--- src/rtl/mfm_enc_pkg.sv ---
package mfm_enc_pkg;

    typedef struct packed {
        logic clk_cell;
        logic data_cell;
    } mfm_pair_t;

    typedef enum logic [1:0] {
        SLOTS_EMPTY = 2'd0,
        SLOT_DATA   = 2'd1,
        SLOT_CLOCK  = 2'd2
    } slot_e;

    localparam logic PREV_AFTER_RESET = 1'b1;

    // clock cell pulses only between two zeros; data cell mirrors the bit
    function automatic mfm_pair_t mfm_encode(input logic prev_bit, input logic cur_bit);
        mfm_pair_t p;
        p.clk_cell  = ~prev_bit & ~cur_bit;
        p.data_cell = cur_bit;
        return p;
    endfunction

endpackage

--- src/rtl/mfm_cell_timer.sv ---
module mfm_cell_timer #(
    parameter int CELL_CYCLES = 2
) (
    input  logic clk,
    input  logic rst,
    input  logic restart,
    input  logic busy,
    output logic cell_first,
    output logic cell_last
);
    localparam int CW = (CELL_CYCLES > 1) ? $clog2(CELL_CYCLES) : 1;

    generate
        if (CELL_CYCLES == 1) begin : g_single
            assign cell_first = 1'b1;
            assign cell_last  = 1'b1;
        end else begin : g_count
            localparam logic [CW-1:0] LAST_IDX = CW'(CELL_CYCLES - 1);
            logic [CW-1:0] pcnt;

            always_ff @(posedge clk) begin
                if (rst || restart) begin
                    pcnt <= '0;
                end else if (busy) begin
                    pcnt <= (pcnt == LAST_IDX) ? '0 : pcnt + 1'b1;
                end
            end

            assign cell_first = (pcnt == '0);
            assign cell_last  = (pcnt == LAST_IDX);

            // phase counter never leaves its range
            assert_phase_range_R1: assert property (@(posedge clk) disable iff (rst)
                pcnt <= LAST_IDX);
        end
    endgenerate

endmodule

--- src/rtl/mfm_pair_shifter.sv ---
module mfm_pair_shifter
    import mfm_enc_pkg::*;
(
    input  logic      clk,
    input  logic      rst,
    input  logic      load,
    input  mfm_pair_t pair_in,
    input  logic      cell_last,
    output logic      busy,
    output logic      take_ok,
    output logic      cell_level
);
    slot_e     slot;
    mfm_pair_t pair;

    always_ff @(posedge clk) begin
        if (rst) begin
            slot <= SLOTS_EMPTY;
            pair <= '0;
        end else if (load) begin
            slot <= SLOT_CLOCK;
            pair <= pair_in;
        end else if (cell_last) begin
            case (slot)
                SLOT_CLOCK: slot <= SLOT_DATA;
                SLOT_DATA:  slot <= SLOTS_EMPTY;
                default:    slot <= SLOTS_EMPTY;
            endcase
        end
    end

    assign busy    = (slot != SLOTS_EMPTY);
    assign take_ok = (slot == SLOTS_EMPTY) || ((slot == SLOT_DATA) && cell_last);

    always_comb begin
        case (slot)
            SLOT_CLOCK: cell_level = pair.clk_cell;
            SLOT_DATA:  cell_level = pair.data_cell;
            default:    cell_level = 1'b0;
        endcase
    end

    assert_slot_legal_R1: assert property (@(posedge clk) disable iff (rst)
        slot != 2'd3);

    assert_clock_then_data_R1: assert property (@(posedge clk) disable iff (rst)
        (slot == SLOT_CLOCK && cell_last && !load) |=> (slot == SLOT_DATA));

    assert_no_load_midpair_R7: assert property (@(posedge clk) disable iff (rst)
        (slot == SLOT_CLOCK) |-> !load);

endmodule

--- src/rtl/mfm_encoder.sv ---
module mfm_encoder
    import mfm_enc_pkg::*;
#(
    parameter int CELL_CYCLES = 2
) (
    input  logic clk,
    input  logic rst,
    input  logic in_valid,
    input  logic in_bit,
    output logic in_ready,
    output logic cell_out,
    output logic cell_stb
);
    logic      prev_q;
    logic      load;
    logic      busy;
    logic      take_ok;
    logic      cell_first;
    logic      cell_last;
    mfm_pair_t next_pair;

    assign load      = in_valid && take_ok;
    assign next_pair = mfm_encode(prev_q, in_bit);

    always_ff @(posedge clk) begin
        if (rst) begin
            prev_q <= PREV_AFTER_RESET;
        end else if (load) begin
            prev_q <= in_bit;
        end
    end

    mfm_cell_timer #(.CELL_CYCLES(CELL_CYCLES)) u_timer (
        .clk        (clk),
        .rst        (rst),
        .restart    (load),
        .busy       (busy),
        .cell_first (cell_first),
        .cell_last  (cell_last)
    );

    mfm_pair_shifter u_shift (
        .clk        (clk),
        .rst        (rst),
        .load       (load),
        .pair_in    (next_pair),
        .cell_last  (cell_last),
        .busy       (busy),
        .take_ok    (take_ok),
        .cell_level (cell_out)
    );

    assign in_ready = take_ok;
    assign cell_stb = busy && cell_first;

    assert_stb_after_take_R1: assert property (@(posedge clk) disable iff (rst)
        (in_valid && in_ready) |=> cell_stb);

    assert_one_no_clock_R3: assert property (@(posedge clk) disable iff (rst)
        (in_valid && in_ready && in_bit) |=> !cell_out);

    assert_zero_after_one_R4: assert property (@(posedge clk) disable iff (rst)
        (in_valid && in_ready && !in_bit && prev_q) |=> !cell_out);

    assert_zero_run_clock_R5: assert property (@(posedge clk) disable iff (rst)
        (in_valid && in_ready && !in_bit && !prev_q) |=> cell_out);

    assert_idle_quiet_R8: assert property (@(posedge clk) disable iff (rst)
        !busy |-> (!cell_out && !cell_stb));

    assert_idle_ready_R7: assert property (@(posedge clk) disable iff (rst)
        !busy |-> in_ready);

endmodule

--- config.mk ---
export PLATFORM = sky130hd
export DESIGN_NAME = mfm_encoder
export DESIGN_NICKNAME = d
export VERILOG_FILES = /design/src/rtl/mfm_enc_pkg.sv /design/src/rtl/mfm_cell_timer.sv /design/src/rtl/mfm_pair_shifter.sv /design/src/rtl/mfm_encoder.sv
export SDC_FILE = /design/constraint.sdc
export NUM_CORES = 1
export LEC_CHECK = 0
export BUFFER_PORTS_ARGS = -buffer_cell sky130_fd_sc_hd__buf_2
export CORE_AREA = 2 2 39 41
export DETAILED_ROUTE_END_ITERATION = 16
export DIE_AREA = 0 0 41 43
export GPL_ROUTABILITY_DRIVEN = 0
export PLACE_DENSITY_LB_ADDON = 0.05
export SYNTH_ARGS = -nofsm -noshare
export SYNTH_HDL_FRONTEND = slang
export SYNTH_SLANG_ARGS = --single-unit
--- constraint.sdc ---
create_clock -name clk -period 3.35 [get_ports clk]
set_input_delay 0.8375 -clock clk [delete_from_list [all_inputs] [get_ports clk]]
set_output_delay 0.8375 -clock clk [all_outputs]
set_load 0.005 [all_outputs]
==> report_table.html, run 1 <==
<table>
<tr><th>Metric</th><th>Value</th></tr>
<tr><th colspan="2">Status</th></tr>
<tr><td>Result of the run</td><td>complete, no violations</td></tr>
<tr><th colspan="2">Logic synthesis</th></tr>
<tr><td>Top FF cell, synth</td><td>sky130_fd_sc_hd__dfxtp_1</td></tr>
<tr><td>Instance count of the mapped netlist</td><td>32</td></tr>
<tr><td>Synthesized flop and latch total</td><td>6</td></tr>
<tr><td>Sequential share of the synthesized area</td><td>about two fifths</td></tr>
<tr><td>YS warnings</td><td>0</td></tr>
<tr><td>Async SR Flop Fraction</td><td>0%</td></tr>
<tr><td>Post-synthesis average cell area</td><td>9.07 sq um</td></tr>
<tr><td>Net count after synthesis</td><td>39</td></tr>
<tr><td>Main area contributors after synthesis</td><td>sky130_fd_sc_hd__dfxtp_1, sky130_fd_sc_hd__ha_1, sky130_fd_sc_hd__a21oi_1, sky130_fd_sc_hd__o21ai_0, sky130_fd_sc_hd__inv_1</td></tr>
<tr><td>Total standard cell area after synthesis</td><td>290 sq um</td></tr>
<tr><td>Area share of the leading cell type in the synthesized netlist</td><td>41.4%</td></tr>
<tr><td>EDFF count, synth</td><td>0</td></tr>
<tr><td>Number of distinct library cells after synthesis</td><td>17</td></tr>
<tr><td>Cell accounting for the most synthesized area</td><td>sky130_fd_sc_hd__dfxtp_1</td></tr>
<tr><th colspan="2">Timing</th></tr>
<tr><td>Final worst-path setup slack</td><td>between 1000 and 1500 ps</td></tr>
<tr><td>Number of pins exceeding their max-slew limit in the final report</td><td>0</td></tr>
<tr><td>Total Neg Setup Slack</td><td>0 ps</td></tr>
<tr><td>Setup repair after global routing missed its margin</td><td>no</td></tr>
<tr><td>Hold Fails Final Rpt</td><td>0</td></tr>
<tr><td>Measured slew at the worst slew-check pin</td><td>202 ps</td></tr>
<tr><td>Post-route minimum period</td><td>2180 ps</td></tr>
<tr><td>Final clock skew</td><td>2.49 ps</td></tr>
<tr><td>Highest Clock Rate</td><td>0.458 GHz</td></tr>
<tr><td>Slew headroom</td><td>86.5%</td></tr>
<tr><td>Fin crit share</td><td>65.1%</td></tr>
<tr><td>Total of endpoints with negative setup slack in the final report</td><td>0</td></tr>
<tr><th colspan="2">Setup path</th></tr>
<tr><td>Largest stage delay, worst path</td><td>around 350 ps</td></tr>
<tr><td>Ordered cell list for the critical path</td><td>inv_1 &gt; ha_1 &gt; or2_2 &gt; inv_1 &gt; buf_2</td></tr>
<tr><td>Worst setup path category</td><td>reg -&gt; out</td></tr>
<tr><td>Cells on worst reg2reg path</td><td>5</td></tr>
<tr><td>Largest fanout on the critical path</td><td>3</td></tr>
<tr><td>WP depth</td><td>5</td></tr>
<tr><td>Cell type with the highest occurrence count on the critical path</td><td>sky130_fd_sc_hd__inv_1</td></tr>
<tr><td>Data arrival time of the critical path</td><td>1340 ps</td></tr>
<tr><td>WP data required</td><td>2510 ps</td></tr>
<tr><td>Buffers plus inverters on the worst setup path</td><td>3</td></tr>
<tr><td>Critical Path Sink Type</td><td>primary output</td></tr>
<tr><td>Cell type of the slowest stage on the worst timing path</td><td>sky130_fd_sc_hd__dfxtp_1</td></tr>
<tr><td>Slack of the worst reg-to-reg path</td><td>2050 ps</td></tr>
<tr><td>Startpoint kind of the worst setup timing path</td><td>flop</td></tr>
<tr><td>CP top delay family</td><td>flip-flops</td></tr>
<tr><th colspan="2">Clock network</th></tr>
<tr><td>Clock transition at the registers of the reported paths</td><td>approximately 40 ps</td></tr>
<tr><td>Post-cts sizing count</td><td>0</td></tr>
<tr><td>Clock tree root buffer cell</td><td>sky130_fd_sc_hd__clkbuf_4</td></tr>
<tr><td>TritonCTS clock tree</td><td>yes</td></tr>
<tr><td>Clock latency of the later-clocked register in the worst-skew pair</td><td>240 ps</td></tr>
<tr><td>Post-CTS repair timing setup buffer count</td><td>0</td></tr>
<tr><td>Cts-stage hold buffer count</td><td>0</td></tr>
<tr><td>Number of buffers added by the clock tree synthesis step</td><td>3</td></tr>
<tr><td>Clock Sinks</td><td>6</td></tr>
<tr><td>H-tree depth</td><td>1</td></tr>
<tr><td>Maximum count of clock buffers along a single path</td><td>2</td></tr>
<tr><th colspan="2">Floorplan</th></tr>
<tr><td>Die width</td><td>41 um</td></tr>
<tr><td>Number of top-level pins</td><td>7</td></tr>
<tr><td>Area of the die</td><td>approximately 1800 sq um</td></tr>
<tr><td>Core region area</td><td>1380 sq um</td></tr>
<tr><td>Count of standard-cell rows</td><td>14</td></tr>
<tr><td>Die Y-Extent</td><td>43 um</td></tr>
<tr><td>Starting density of the core</td><td>21.0%</td></tr>
<tr><th colspan="2">Detailed routing</th></tr>
<tr><td>Per-cell via count in the routed design</td><td>4.28</td></tr>
<tr><td>Number of vias in the routed layout</td><td>244</td></tr>
<tr><td>Number of DRC violations after detailed routing</td><td>0</td></tr>
<tr><td>DRC violation total after the first TritonRoute iteration</td><td>1</td></tr>
<tr><td>Average routed wire per standard cell</td><td>~9.8 um</td></tr>
<tr><td>Count of nets left with antenna violations after detail routing</td><td>0</td></tr>
<tr><td>Final WL</td><td>560 um</td></tr>
<tr><td>Number of search-and-repair iterations in the first detailed-routing pass</td><td>4</td></tr>
<tr><th colspan="2">Power and ir drop</th></tr>
<tr><td>Peak supply drop</td><td>0.000128 V</td></tr>
<tr><td>Fraction of power consumed by sequential logic</td><td>46.7%</td></tr>
<tr><td>Static Leak</td><td>0.153 nW</td></tr>
<tr><td>Proportion of power drawn by the clock network</td><td>38.4%</td></tr>
<tr><td>Net switching power of the design</td><td>between 40 and 50 uW</td></tr>
<tr><td>Design internal power</td><td>129 uW</td></tr>
<tr><td>Comb pwr share</td><td>14.8%</td></tr>
<tr><td>Sw Share</td><td>24.7%</td></tr>
<tr><td>Power per standard cell area</td><td>roughly 470 nW/um^2</td></tr>
<tr><th colspan="2">Final layout</th></tr>
<tr><td>Fill cell instance count of the final layout</td><td>158</td></tr>
<tr><td>Layout Area Growth over Synthesis</td><td>25.0%</td></tr>
<tr><td>Antenna fix cells</td><td>0</td></tr>
<tr><td>Share of layout cells above drive strength 1</td><td>29.3%</td></tr>
<tr><td>Post-layout nets</td><td>50</td></tr>
<tr><td>Total non-filler cell area in the finished layout</td><td>~360 sq um</td></tr>
<tr><th colspan="2">Job</th></tr>
<tr><td>Max-cap violations</td><td>0</td></tr>
<tr><th colspan="2">Global route</th></tr>
<tr><td>Pin count of the biggest net entering global routing</td><td>7</td></tr>
<tr><td>Via count of the first global-routing pass</td><td>249</td></tr>
<tr><td>Antenna violations before repair</td><td>0</td></tr>
<tr><td>GR Overflow Total</td><td>0</td></tr>
<tr><td>Total global routing track utilization</td><td>8.74%</td></tr>
<tr><td>First-pass GRT wire length</td><td>approximately 1000 um</td></tr>
<tr><th colspan="2">Placed design</th></tr>
<tr><td>HPWL after DPL</td><td>about 440 um</td></tr>
<tr><td>Post-Place Setup Slack</td><td>1410 ps</td></tr>
<tr><td>Post-DP Area</td><td>340 sq um</td></tr>
<tr><td>I/O Buffers</td><td>6</td></tr>
<tr><th colspan="2">Min path</th></tr>
<tr><td>Path category of the worst min-delay check</td><td>reg -&gt; reg</td></tr>
<tr><td>Cell depth of the worst min-delay path</td><td>2</td></tr>
</table>
[power groups by stage]
stage	Sequential [mW]	Clock, mW	Combinational (mW)
after floorplan	0.0802	0	0.0167
after CTS	0.0799	0.0665	0.0258
after global placement	0.0815	0	0.0261
after detailed placement	0.0812	0	0.0255
after global routing	0.0803	0.0723	0.0298
final	0.0799	0.0657	0.0254
[cell usage in the layout, fill, tap and decap left out]
master,synthesis,routed
sky130_fd_sc_hd__o21ai_0,3,3
sky130_fd_sc_hd__clkbuf_4,0,3
sky130_fd_sc_hd__mux2i_1,1,1
sky130_fd_sc_hd__dfxtp_1,6,6
sky130_fd_sc_hd__ha_1,3,3
sky130_fd_sc_hd__nand3_1,2,2
sky130_fd_sc_hd__buf_2,0,6
sky130_fd_sc_hd__inv_2,1,1
sky130_fd_sc_hd__or4_1,1,1
sky130_fd_sc_hd__a21oi_2,1,1
sky130_fd_sc_hd__nor2_1,1,1
sky130_fd_sc_hd__a2bb2oi_1,1,1
sky130_fd_sc_hd__inv_1,4,4
sky130_fd_sc_hd__nand3b_1,1,1
sky130_fd_sc_hd__a21oi_1,3,3
sky130_fd_sc_hd__a22oi_1,1,1
sky130_fd_sc_hd__a211oi_1,1,1
sky130_fd_sc_hd__nor2b_1,1,1
sky130_fd_sc_hd__or2_2,1,1
[final timing paths]
kind                                start                      endpoint
max          u_shift.slot[0]$_SDFFE_PP0P_                      cell_stb
min          u_shift.pair[1]$_SDFFE_PP0P_  u_shift.pair[1]$_SDFFE_PP0P_
max reg2reg  u_shift.slot[1]$_SDFFE_PP0P_  u_shift.pair[1]$_SDFFE_PP0P_
min reg2reg  u_shift.pair[1]$_SDFFE_PP0P_  u_shift.pair[1]$_SDFFE_PP0P_
[kinds of logic (layout without fill, tap and decap cells)]
logic type | Yosys count | in the layout | share of synthesized area [%]
compound gates | 10 | 10 | 21.6
simple gates | 7 | 7 | 14.2
flops | 6 | 6 | 41.4
buf+inv | 5 | 14 | 6.46
fa+ha+maj | 3 | 3 | 12.9
mux | 1 | 1 | 3.45
[layer usage]
layer	vias up	share of wire [%]	global-route usage [%]
li1	130	-	-
met1	98	50	10.3
met2	10	38	11.6
met3	6	7.7	3.14
met4	0	4.1	8.00
met5	-	0	0
[synthesized netlist by cell type (2+ instances only)]
cell                      number
sky130_fd_sc_hd__inv_1         4
sky130_fd_sc_hd__o21ai_0       3
sky130_fd_sc_hd__ha_1          3
sky130_fd_sc_hd__nand3_1       2
sky130_fd_sc_hd__dfxtp_1       6
sky130_fd_sc_hd__a21oi_1       3
[registers in the layout, summed over array words and instances, names as in the netlist]
| register | flops |
|---|---|
| prev_q | 1 |
| u_shift.pair | 2 |
| u_shift.slot | 2 |
| u_timer.cell_last | 1 |
[per-stage QoR]
stage	std cells	power, mW	utilization (%)	hold slack, ps
final	57	0.171	26.2	479
after global routing	57	0.182	26.2	504
after CTS	57	0.172	26.2	477
after detailed placement	54	0.107	24.6	471
after global placement	54	0.108	24.6	498
after floorplan	32	0.0969	-	444
[worst register-to-register path, delay by kind of cell (launching register included)]
| kind | cells | cell delay, ps |
|---|---|---|
| fa+ha+maj | 1 | 190 |
| compound gates | 2 | 230 |
| buf+inv | 1 | 90 |
| flops | 1 | 310 |
| simple gates | 1 | 410 |
[cell type report]
class                   instances  area [sq um]  share of cell area, %
inverters                       5          18.8                   5.17
clock buffers                   3          22.5                   6.21
well taps                      16          20.0                   5.52
repair buffers                  6          30.0                   8.28
multi-input cells              21           151                   41.7
flip-flops and latches          6           120                   33.1
Note: power is estimated with default switching activity, not from simulation.
==> inputs of run 2 (changes only) <==
==> constraint.sdc (replaced) <==
create_clock -name clk -period 2 [get_ports clk]
set_input_delay 0.5 -clock clk [delete_from_list [all_inputs] [get_ports clk]]
set_output_delay 0.5 -clock clk [all_outputs]
set_load 0.005 [all_outputs]
==> report_table.html, run 2 (synthesis gave the netlist of run 1 again) <==
<table>
<tr><th>Metric</th><th>Value</th></tr>
<tr><th colspan="2">Clock network</th></tr>
<tr><td>Clock Sinks</td><td>6 (unchanged)</td></tr>
<tr><td>TritonCTS clock tree</td><td>yes</td></tr>
<tr><td>H-tree depth</td><td>1 (unchanged)</td></tr>
<tr><td>Clock tree root buffer cell</td><td>sky130_fd_sc_hd__clkbuf_4</td></tr>
<tr><td>Post-CTS repair timing setup buffer count</td><td>0 (unchanged)</td></tr>
<tr><td>Maximum count of clock buffers along a single path</td><td>2 (unchanged)</td></tr>
<tr><td>Clock latency of the later-clocked register in the worst-skew pair</td><td>240 ps (about the same)</td></tr>
<tr><td>Cts-stage hold buffer count</td><td>0 (unchanged)</td></tr>
<tr><td>Clock transition at the registers of the reported paths</td><td>50 ps (about the same)</td></tr>
<tr><td>Post-cts sizing count</td><td>0 (unchanged)</td></tr>
<tr><td>Number of buffers added by the clock tree synthesis step</td><td>3 (unchanged)</td></tr>
<tr><th colspan="2">Final layout</th></tr>
<tr><td>Total non-filler cell area in the finished layout</td><td>363 sq um (unchanged)</td></tr>
<tr><td>Largest regs</td><td>u_shift.pair: 2 flops, u_shift.slot: 2 flops</td></tr>
<tr><td>Share of layout cells above drive strength 1</td><td>29.3% (unchanged)</td></tr>
<tr><td>Layout Area Growth over Synthesis</td><td>25.0% (unchanged)</td></tr>
<tr><td>Fill cell instance count of the final layout</td><td>157 (-0.63%)</td></tr>
<tr><td>Non-filler cells, final</td><td>57 (unchanged)</td></tr>
<tr><td>Post-layout nets</td><td>50 (unchanged)</td></tr>
<tr><td>Antenna fix cells</td><td>0 (unchanged)</td></tr>
<tr><td>Combined flip-flop and latch cell area</td><td>120 sq um (unchanged)</td></tr>
<tr><td>Area of the multi-input gates</td><td>151 sq um (unchanged)</td></tr>
<tr><td>Leading cell types in the layout, fill and taps excluded</td><td>sky130_fd_sc_hd__buf_2, sky130_fd_sc_hd__dfxtp_1, sky130_fd_sc_hd__inv_1</td></tr>
<tr><td>Layout Utilization</td><td>26.2% (unchanged)</td></tr>
<tr><th colspan="2">Timing</th></tr>
<tr><td>Total of endpoints with negative setup slack in the final report</td><td>0 (unchanged)</td></tr>
<tr><td>Measured slew at the worst slew-check pin</td><td>209 ps (+6.84 ps)</td></tr>
<tr><td>Worst Hold Slack</td><td>470 ps (-9.09 ps)</td></tr>
<tr><td>Fin crit share</td><td>91.5%</td></tr>
<tr><td>Slew headroom</td><td>86.1% (-0.46 points)</td></tr>
<tr><td>Setup repair after global routing missed its margin</td><td>no</td></tr>
<tr><td>Number of pins exceeding their max-slew limit in the final report</td><td>0 (unchanged)</td></tr>
<tr><td>Final worst-path setup slack</td><td>170 ps (-999 ps)</td></tr>
<tr><td>Highest Clock Rate</td><td>0.546 GHz</td></tr>
<tr><td>Final clock skew</td><td>2.16 ps (-0.326 ps)</td></tr>
<tr><td>Hold Fails Final Rpt</td><td>0 (unchanged)</td></tr>
<tr><td>Post-route minimum period</td><td>1830 ps</td></tr>
<tr><td>Total Neg Setup Slack</td><td>0 ps (unchanged)</td></tr>
<tr><th colspan="2">Setup path</th></tr>
<tr><td>Largest fanout on the critical path</td><td>5 (+2)</td></tr>
<tr><td>Cells on worst reg2reg path</td><td>5 (unchanged)</td></tr>
<tr><td>Slack of the worst reg-to-reg path</td><td>720 ps (-1330 ps)</td></tr>
<tr><td>Critical register-to-register path endpoint</td><td>u_shift.pair[1]$_SDFFE_PP0P_</td></tr>
<tr><td>Cell type of the slowest stage on the worst timing path</td><td>sky130_fd_sc_hd__dfxtp_1</td></tr>
<tr><td>Startpoint kind of the worst setup timing path</td><td>flop</td></tr>
<tr><td>Crit. Startpoint</td><td>u_shift.slot[0]$_SDFFE_PP0P_</td></tr>
<tr><td>Critical Path Sink Type</td><td>primary output</td></tr>
<tr><td>WP data required</td><td>1500 ps (-1010 ps)</td></tr>
<tr><td>Data arrival time of the critical path</td><td>1330 ps (about the same)</td></tr>
<tr><td>Worst setup path category</td><td>reg -&gt; out</td></tr>
<tr><td>Reg-to-reg startpoint</td><td>u_shift.slot[1]$_SDFFE_PP0P_</td></tr>
<tr><td>Cell type with the highest occurrence count on the critical path</td><td>sky130_fd_sc_hd__inv_1</td></tr>
<tr><td>Largest stage delay, worst path</td><td>350 ps (about the same)</td></tr>
<tr><td>Setup crit end</td><td>in_ready</td></tr>
<tr><td>Ordered cell list for the critical path</td><td>inv_1 &gt; ha_1 &gt; a21oi_2 &gt; inv_1 &gt; buf_2</td></tr>
<tr><th colspan="2">Placed design</th></tr>
<tr><td>Post-Place Setup Slack</td><td>413 ps (-1000 ps)</td></tr>
<tr><td>Post-DP Area</td><td>340 sq um (unchanged)</td></tr>
<tr><td>HPWL after DPL</td><td>447 um (+0.90%)</td></tr>
<tr><td>Placed Instances</td><td>54 (unchanged)</td></tr>
<tr><td>I/O Buffers</td><td>6 (unchanged)</td></tr>
<tr><th colspan="2">Detailed routing</th></tr>
<tr><td>Number of vias in the routed layout</td><td>250 (+2.5%)</td></tr>
<tr><td>Per-cell via count in the routed design</td><td>4.39 (+2.5%)</td></tr>
<tr><td>Number of DRC violations after detailed routing</td><td>0 (unchanged)</td></tr>
<tr><td>Number of search-and-repair iterations in the first detailed-routing pass</td><td>1 (-3)</td></tr>
<tr><td>Final WL</td><td>570 um (+1.8%)</td></tr>
<tr><td>Count of nets left with antenna violations after detail routing</td><td>0 (unchanged)</td></tr>
<tr><td>DRC violation total after the first TritonRoute iteration</td><td>0 (-1)</td></tr>
<tr><td>Average routed wire per standard cell</td><td>10.0 um (+1.8%)</td></tr>
<tr><th colspan="2">Global route</th></tr>
<tr><td>GR Overflow Total</td><td>0 (unchanged)</td></tr>
<tr><td>First-pass GRT wire length</td><td>1120 um (+12%)</td></tr>
<tr><td>Total global routing track utilization</td><td>9.53% (+0.78 points)</td></tr>
<tr><td>Via count of the first global-routing pass</td><td>272 (+9.2%)</td></tr>
<tr><td>Antenna violations before repair</td><td>0 (unchanged)</td></tr>
<tr><td>Pin count of the biggest net entering global routing</td><td>7 (unchanged)</td></tr>
<tr><th colspan="2">Floorplan</th></tr>
<tr><td>Core region area</td><td>1380 sq um (unchanged)</td></tr>
<tr><td>Count of standard-cell rows</td><td>14 (unchanged)</td></tr>
<tr><td>Number of top-level pins</td><td>7 (unchanged)</td></tr>
<tr><td>Starting density of the core</td><td>21.0% (unchanged)</td></tr>
<tr><td>Die Y-Extent</td><td>43 um (unchanged)</td></tr>
<tr><td>Area of the die</td><td>1760 sq um (unchanged)</td></tr>
<tr><td>Die width</td><td>41 um (unchanged)</td></tr>
<tr><th colspan="2">Status</th></tr>
<tr><td>Result of the run</td><td>complete, no violations</td></tr>
<tr><th colspan="2">Power and ir drop</th></tr>
<tr><td>Peak supply drop</td><td>0.000258 V (+100%)</td></tr>
<tr><td>Power per standard cell area</td><td>791 nW/um^2 (+68%)</td></tr>
<tr><td>Static Leak</td><td>0.153 nW (unchanged)</td></tr>
<tr><td>Power consumption</td><td>287 uW (+68%)</td></tr>
<tr><th colspan="2">Job</th></tr>
<tr><td>Max-cap violations</td><td>0 (unchanged)</td></tr>
<tr><th colspan="2">Min path</th></tr>
<tr><td>Path category of the worst min-delay check</td><td>reg -&gt; reg</td></tr>
</table>
==> run 2: cell counts in the layout (fill, tap and decap cells not counted) <==
No cell type changed its count.
==> run 2: worst min-delay path by stage <==
stage               depth (start not counted)  slack, ps                         start                            to
floorplan                                   2        440  u_shift.pair[1]$_SDFFE_PP0P_  u_shift.pair[1]$_SDFFE_PP0P_
global placement                            2        480  u_shift.pair[1]$_SDFFE_PP0P_  u_shift.pair[1]$_SDFFE_PP0P_
detailed placement                          2        480  u_shift.pair[1]$_SDFFE_PP0P_  u_shift.pair[1]$_SDFFE_PP0P_
CTS                                         2        480  u_shift.pair[1]$_SDFFE_PP0P_  u_shift.pair[1]$_SDFFE_PP0P_
global route                                2        510                           rst  u_shift.pair[1]$_SDFFE_PP0P_
finish                                      2        470  u_shift.pair[1]$_SDFFE_PP0P_  u_shift.pair[1]$_SDFFE_PP0P_
==> run 2: critical path: cells and delay by family, from the launching register on <==
| family | cells | cell delay [ps] |
|---|---|---|
| buffers and inverters | 3 | 330 |
| adders and majority gates | 1 | 230 |
| AOI/OAI and AO/OA | 1 | 190 |
| DFF | 1 | 350 |
==> run 2: final cells by class <==
| cell class | count | share of cell area [%] |
|---|---|---|
| multi-input cells | 21 | 41.7 |
| flip-flops and latches | 6 | 33.1 |
| repair buffers | 6 | 8.28 |
| clock buffers | 3 | 6.21 |
| well taps | 16 | 5.52 |
| inverters | 5 | 5.17 |
==> run 2: report_power, final <==
group | switching [mW] | internal (mW)
Clock | 0.0431 | 0.0679
Sequential | 0.00569 | 0.128
Combinational | 0.0227 | 0.0196
==> run 2: layer usage <==
metal  global-route usage [%]  part of all wire [%]
met1                     13.5                    52
met2                     10.9                    43
met4                     8.00                     0
met3                     3.14                   4.7
met5                        0                     0
==> inputs of run 3 (changes only) <==
--- a/config.mk
+++ b/config.mk
@@ -5,12 +5,12 @@
 export SDC_FILE = /design/constraint.sdc
 export NUM_CORES = 1
 export LEC_CHECK = 0
+export ABC_AREA = 1
 export BUFFER_PORTS_ARGS = -buffer_cell sky130_fd_sc_hd__buf_2
 export CORE_AREA = 2 2 39 41
 export DETAILED_ROUTE_END_ITERATION = 16
 export DIE_AREA = 0 0 41 43
 export GPL_ROUTABILITY_DRIVEN = 0
-export PLACE_DENSITY_LB_ADDON = 0.05
 export SYNTH_ARGS = -nofsm -noshare
 export SYNTH_HDL_FRONTEND = slang
 export SYNTH_SLANG_ARGS = --single-unit
==> report_table.html, run 3 <==
<table>
<tr><th>Metric</th><th>Value</th></tr>
<tr><th colspan="2">Status</th></tr>
<tr><td>Result of the run</td><td>complete, no violations</td></tr>
<tr><th colspan="2">Timing</th></tr>
<tr><td>Post-route minimum period</td><td>1690 ps (-144 ps)</td></tr>
<tr><td>Final clock skew</td><td>3.46 ps (+1.30 ps)</td></tr>
<tr><td>Measured slew at the worst slew-check pin</td><td>214 ps (+5.41 ps)</td></tr>
<tr><td>Hold Fails Final Rpt</td><td>0 (unchanged)</td></tr>
<tr><td>Highest Clock Rate</td><td>0.593 GHz (+8.5%)</td></tr>
<tr><td>Slew headroom</td><td>85.7% (-0.36 points)</td></tr>
<tr><td>Setup repair after global routing missed its margin</td><td>no</td></tr>
<tr><td>Total Neg Setup Slack</td><td>0 ps (unchanged)</td></tr>
<tr><td>Total of endpoints with negative setup slack in the final report</td><td>0 (unchanged)</td></tr>
<tr><td>Fin crit share</td><td>84.3% (-7.2 points)</td></tr>
<tr><td>Number of pins exceeding their max-slew limit in the final report</td><td>0 (unchanged)</td></tr>
<tr><th colspan="2">Placed design</th></tr>
<tr><td>HPWL after DPL</td><td>443 um (-0.96%)</td></tr>
<tr><td>I/O Buffers</td><td>6 (unchanged)</td></tr>
<tr><td>Placed Instances</td><td>63 (+17%)</td></tr>
<tr><td>Post-DP Area</td><td>374 sq um (+9.9%)</td></tr>
<tr><th colspan="2">Detailed routing</th></tr>
<tr><td>Per-cell via count in the routed design</td><td>4.29 (-2.2%)</td></tr>
<tr><td>DRC violation total after the first TritonRoute iteration</td><td>1 (+1)</td></tr>
<tr><td>Average routed wire per standard cell</td><td>8.58 um (-14%)</td></tr>
<tr><td>Final WL</td><td>566 um (-0.70%)</td></tr>
<tr><td>Count of nets left with antenna violations after detail routing</td><td>0 (unchanged)</td></tr>
<tr><td>Number of DRC violations after detailed routing</td><td>0 (unchanged)</td></tr>
<tr><td>Number of vias in the routed layout</td><td>283 (+13%)</td></tr>
<tr><td>Number of search-and-repair iterations in the first detailed-routing pass</td><td>2 (+1)</td></tr>
<tr><th colspan="2">Clock network</th></tr>
<tr><td>Clock tree root buffer cell</td><td>sky130_fd_sc_hd__clkbuf_4</td></tr>
<tr><td>TritonCTS clock tree</td><td>yes</td></tr>
<tr><td>Number of buffers added by the clock tree synthesis step</td><td>3 (unchanged)</td></tr>
<tr><td>Clock transition at the registers of the reported paths</td><td>50 ps (about the same)</td></tr>
<tr><td>Cts-stage hold buffer count</td><td>0 (unchanged)</td></tr>
<tr><td>Post-CTS repair timing setup buffer count</td><td>0 (unchanged)</td></tr>
<tr><td>Clock latency of the later-clocked register in the worst-skew pair</td><td>240 ps (about the same)</td></tr>
<tr><td>Clock Sinks</td><td>6 (unchanged)</td></tr>
<tr><td>H-tree depth</td><td>1 (unchanged)</td></tr>
<tr><td>Post-cts sizing count</td><td>0 (unchanged)</td></tr>
<tr><td>Maximum count of clock buffers along a single path</td><td>2 (unchanged)</td></tr>
<tr><th colspan="2">Global route</th></tr>
<tr><td>Met3 Resource Use GR</td><td>5.24% (+2.1 points)</td></tr>
<tr><td>Met2 global-route usage</td><td>12.8% (+1.9 points)</td></tr>
<tr><td>Most Crowded Layer GR</td><td>met2</td></tr>
<tr><td>Pin count of the biggest net entering global routing</td><td>7 (unchanged)</td></tr>
<tr><td>GR Overflow Total</td><td>0 (unchanged)</td></tr>
<tr><td>Met1 Resource Use GR</td><td>11.0% (-2.5 points)</td></tr>
<tr><td>First-pass GRT wire length</td><td>1100 um (-1.8%)</td></tr>
<tr><td>Antenna violations before repair</td><td>0 (unchanged)</td></tr>
<tr><td>Via count of the first global-routing pass</td><td>285 (+4.8%)</td></tr>
<tr><td>Total global routing track utilization</td><td>9.75% (+0.22 points)</td></tr>
<tr><th colspan="2">Setup path</th></tr>
<tr><td>Cell type of the slowest stage on the worst timing path</td><td>sky130_fd_sc_hd__dfxtp_1</td></tr>
<tr><td>Ordered cell list for the critical path</td><td>inv_1 &gt; ha_1 &gt; a21boi_1 &gt; buf_2</td></tr>
<tr><td>Setup crit end</td><td>cell_out</td></tr>
<tr><td>Slack of the worst reg-to-reg path</td><td>920 ps (+200 ps)</td></tr>
<tr><td>WP data required</td><td>1500 ps (about the same)</td></tr>
<tr><td>Largest fanout on the critical path</td><td>3 (-2)</td></tr>
<tr><td>Critical Path Sink Type</td><td>primary output</td></tr>
<tr><td>Cells on worst reg2reg path</td><td>7 (+2)</td></tr>
<tr><td>Critical register-to-register path endpoint</td><td>prev_q$_SDFFE_PP1P_</td></tr>
<tr><td>Worst setup path category</td><td>reg -&gt; out</td></tr>
<tr><td>Startpoint kind of the worst setup timing path</td><td>flop</td></tr>
<tr><td>Data arrival time of the critical path</td><td>1190 ps (-140 ps)</td></tr>
<tr><td>Crit. Startpoint</td><td>u_shift.slot[0]$_SDFFE_PP0P_</td></tr>
<tr><td>Largest stage delay, worst path</td><td>330 ps (-20 ps)</td></tr>
<tr><td>Reg-to-reg startpoint</td><td>u_shift.slot[0]$_SDFFE_PP0P_</td></tr>
<tr><th colspan="2">Logic synthesis</th></tr>
<tr><td>Total standard cell area after synthesis</td><td>324 sq um (+12%)</td></tr>
<tr><td>Top FF cell, synth</td><td>sky130_fd_sc_hd__dfxtp_1</td></tr>
<tr><td>Net count after synthesis</td><td>48 (+23%)</td></tr>
<tr><td>YS warnings</td><td>0 (unchanged)</td></tr>
<tr><td>Main area contributors after synthesis</td><td>sky130_fd_sc_hd__dfxtp_1, sky130_fd_sc_hd__ha_1, sky130_fd_sc_hd__nand2_1, sky130_fd_sc_hd__nand2_4, sky130_fd_sc_hd__nand3_1</td></tr>
<tr><td>EDFF count, synth</td><td>0 (unchanged)</td></tr>
<tr><td>Synthesized flop and latch total</td><td>6 (unchanged)</td></tr>
<tr><td>Instance count of the mapped netlist</td><td>41 (+28%)</td></tr>
<tr><td>Post-synthesis average cell area</td><td>7.90 sq um (-13%)</td></tr>
<tr><td>Async SR Flop Fraction</td><td>0% (unchanged)</td></tr>
<tr><td>Ranking of synthesized cells by instance count</td><td>sky130_fd_sc_hd__dfxtp_1, sky130_fd_sc_hd__nand2_1, sky130_fd_sc_hd__inv_1, sky130_fd_sc_hd__nor2_1, sky130_fd_sc_hd__nand3_1</td></tr>
<tr><td>Cell accounting for the most synthesized area</td><td>sky130_fd_sc_hd__dfxtp_1</td></tr>
<tr><td>Area share of the leading cell type in the synthesized netlist</td><td>37.1% (-4.3 points)</td></tr>
<tr><td>Sequential share of the synthesized area</td><td>37.1% (-4.3 points)</td></tr>
<tr><td>Number of distinct library cells after synthesis</td><td>15 (-2)</td></tr>
<tr><th colspan="2">Final layout</th></tr>
<tr><td>Fill cell instance count of the final layout</td><td>151 (-3.8%)</td></tr>
<tr><td>Share of layout cells above drive strength 1</td><td>30.0% (+0.73 points)</td></tr>
<tr><td>Total non-filler cell area in the finished layout</td><td>397 sq um (+9.3%)</td></tr>
<tr><td>Non-filler cells, final</td><td>66 (+16%)</td></tr>
<tr><td>Leading cell types in the layout, fill and taps excluded</td><td>sky130_fd_sc_hd__nand2_1, sky130_fd_sc_hd__buf_2, sky130_fd_sc_hd__dfxtp_1</td></tr>
<tr><td>Layout Utilization</td><td>28.7% (+2.4 points)</td></tr>
<tr><td>Largest regs</td><td>u_shift.pair: 2 flops, u_shift.slot: 2 flops</td></tr>
<tr><td>Layout Area Growth over Synthesis</td><td>22.4%</td></tr>
<tr><td>Post-layout nets</td><td>59 (+18%)</td></tr>
<tr><td>Antenna fix cells</td><td>0 (unchanged)</td></tr>
<tr><th colspan="2">Floorplan</th></tr>
<tr><td>Count of standard-cell rows</td><td>14 (unchanged)</td></tr>
<tr><td>Die Y-Extent</td><td>43 um (unchanged)</td></tr>
<tr><td>Starting density of the core</td><td>23.4% (+2.4 points)</td></tr>
<tr><td>Number of top-level pins</td><td>7 (unchanged)</td></tr>
<tr><td>Area of the die</td><td>1760 sq um (unchanged)</td></tr>
<tr><td>Die width</td><td>41 um (unchanged)</td></tr>
<tr><td>Core region area</td><td>1380 sq um (unchanged)</td></tr>
<tr><th colspan="2">Power and ir drop</th></tr>
<tr><td>Static Leak</td><td>0.197 nW (+29%)</td></tr>
<tr><td>Power per standard cell area</td><td>761 nW/um^2 (-3.8%)</td></tr>
<tr><td>Peak supply drop</td><td>0.000219 V (-15%)</td></tr>
<tr><th colspan="2">Job</th></tr>
<tr><td>Max-cap violations</td><td>0 (unchanged)</td></tr>
<tr><th colspan="2">Min path</th></tr>
<tr><td>Path category of the worst min-delay check</td><td>in -&gt; reg</td></tr>
</table>
-- run 3: how the worst min path moves through the flow --
stage                                         to  cells past startpoint           startpoint
global route        u_shift.slot[1]$_SDFFE_PP0P_                      2                  rst
detailed placement           prev_q$_SDFFE_PP1P_                      2  prev_q$_SDFFE_PP1P_
global placement             prev_q$_SDFFE_PP1P_                      2  prev_q$_SDFFE_PP1P_
CTS                 u_shift.slot[1]$_SDFFE_PP0P_                      2                  rst
floorplan                    prev_q$_SDFFE_PP1P_                      2  prev_q$_SDFFE_PP1P_
finish              u_shift.slot[1]$_SDFFE_PP0P_                      2                  rst
-- run 3: critical path, delay by kind of cell, from the launching register on --
kind	cells	cell delay, ps
buf+inv	2	200
compound gates	1	150
fa+ha+maj	1	270
flops	1	330
-- run 3: routing by layer --
layer / vias to the layer above / wire length [um]
met5: - / 0
met4: 0 / 12
met3: 2 / 26
met2: 3 / 259
met1: 128 / 268
li1: 150 / -
-- run 3: kinds of logic after synthesis --
group                    synth area share [%]
adder cells (fa/ha/maj)                  11.6
XOR/XNOR                                 2.70
flip-flops                               37.1
buffers and inverters                    6.95
AO/OA/AOI/OAI                            8.11
AND/OR/NAND/NOR                          33.6
-- run 3: through the flow --
stage	hold slack (ps)	power [mW]	setup slack, ps
2_1_floorplan	429	0.176	706
3_3_place_gp	449	0.193	570
3_5_place_dp	457	0.193	557
4_1_cts	422	0.306	293
5_1_grt	433	0.325	196
6_report	430	0.302	313
-- run 3: report_power, final --
part | internal (mW) | switching [mW]
clock network | 0.0679 | 0.0436
registers | 0.129 | 0.00661
logic | 0.0235 | 0.0309
total | 0.221 | 0.0811
-- run 3: final cells by class --
| type | instances | area [sq um] | area share [%] |
|---|---|---|---|
| Sequential cell | 6 | 120 | 30.3 |
| Multi-Input combinational cell | 29 | 181 | 45.7 |
| Clock buffer | 3 | 22.5 | 5.68 |
| Inverter | 6 | 22.5 | 5.68 |
| Timing Repair Buffer | 6 | 30.0 | 7.57 |
| Tap cell | 16 | 20.0 | 5.05 |
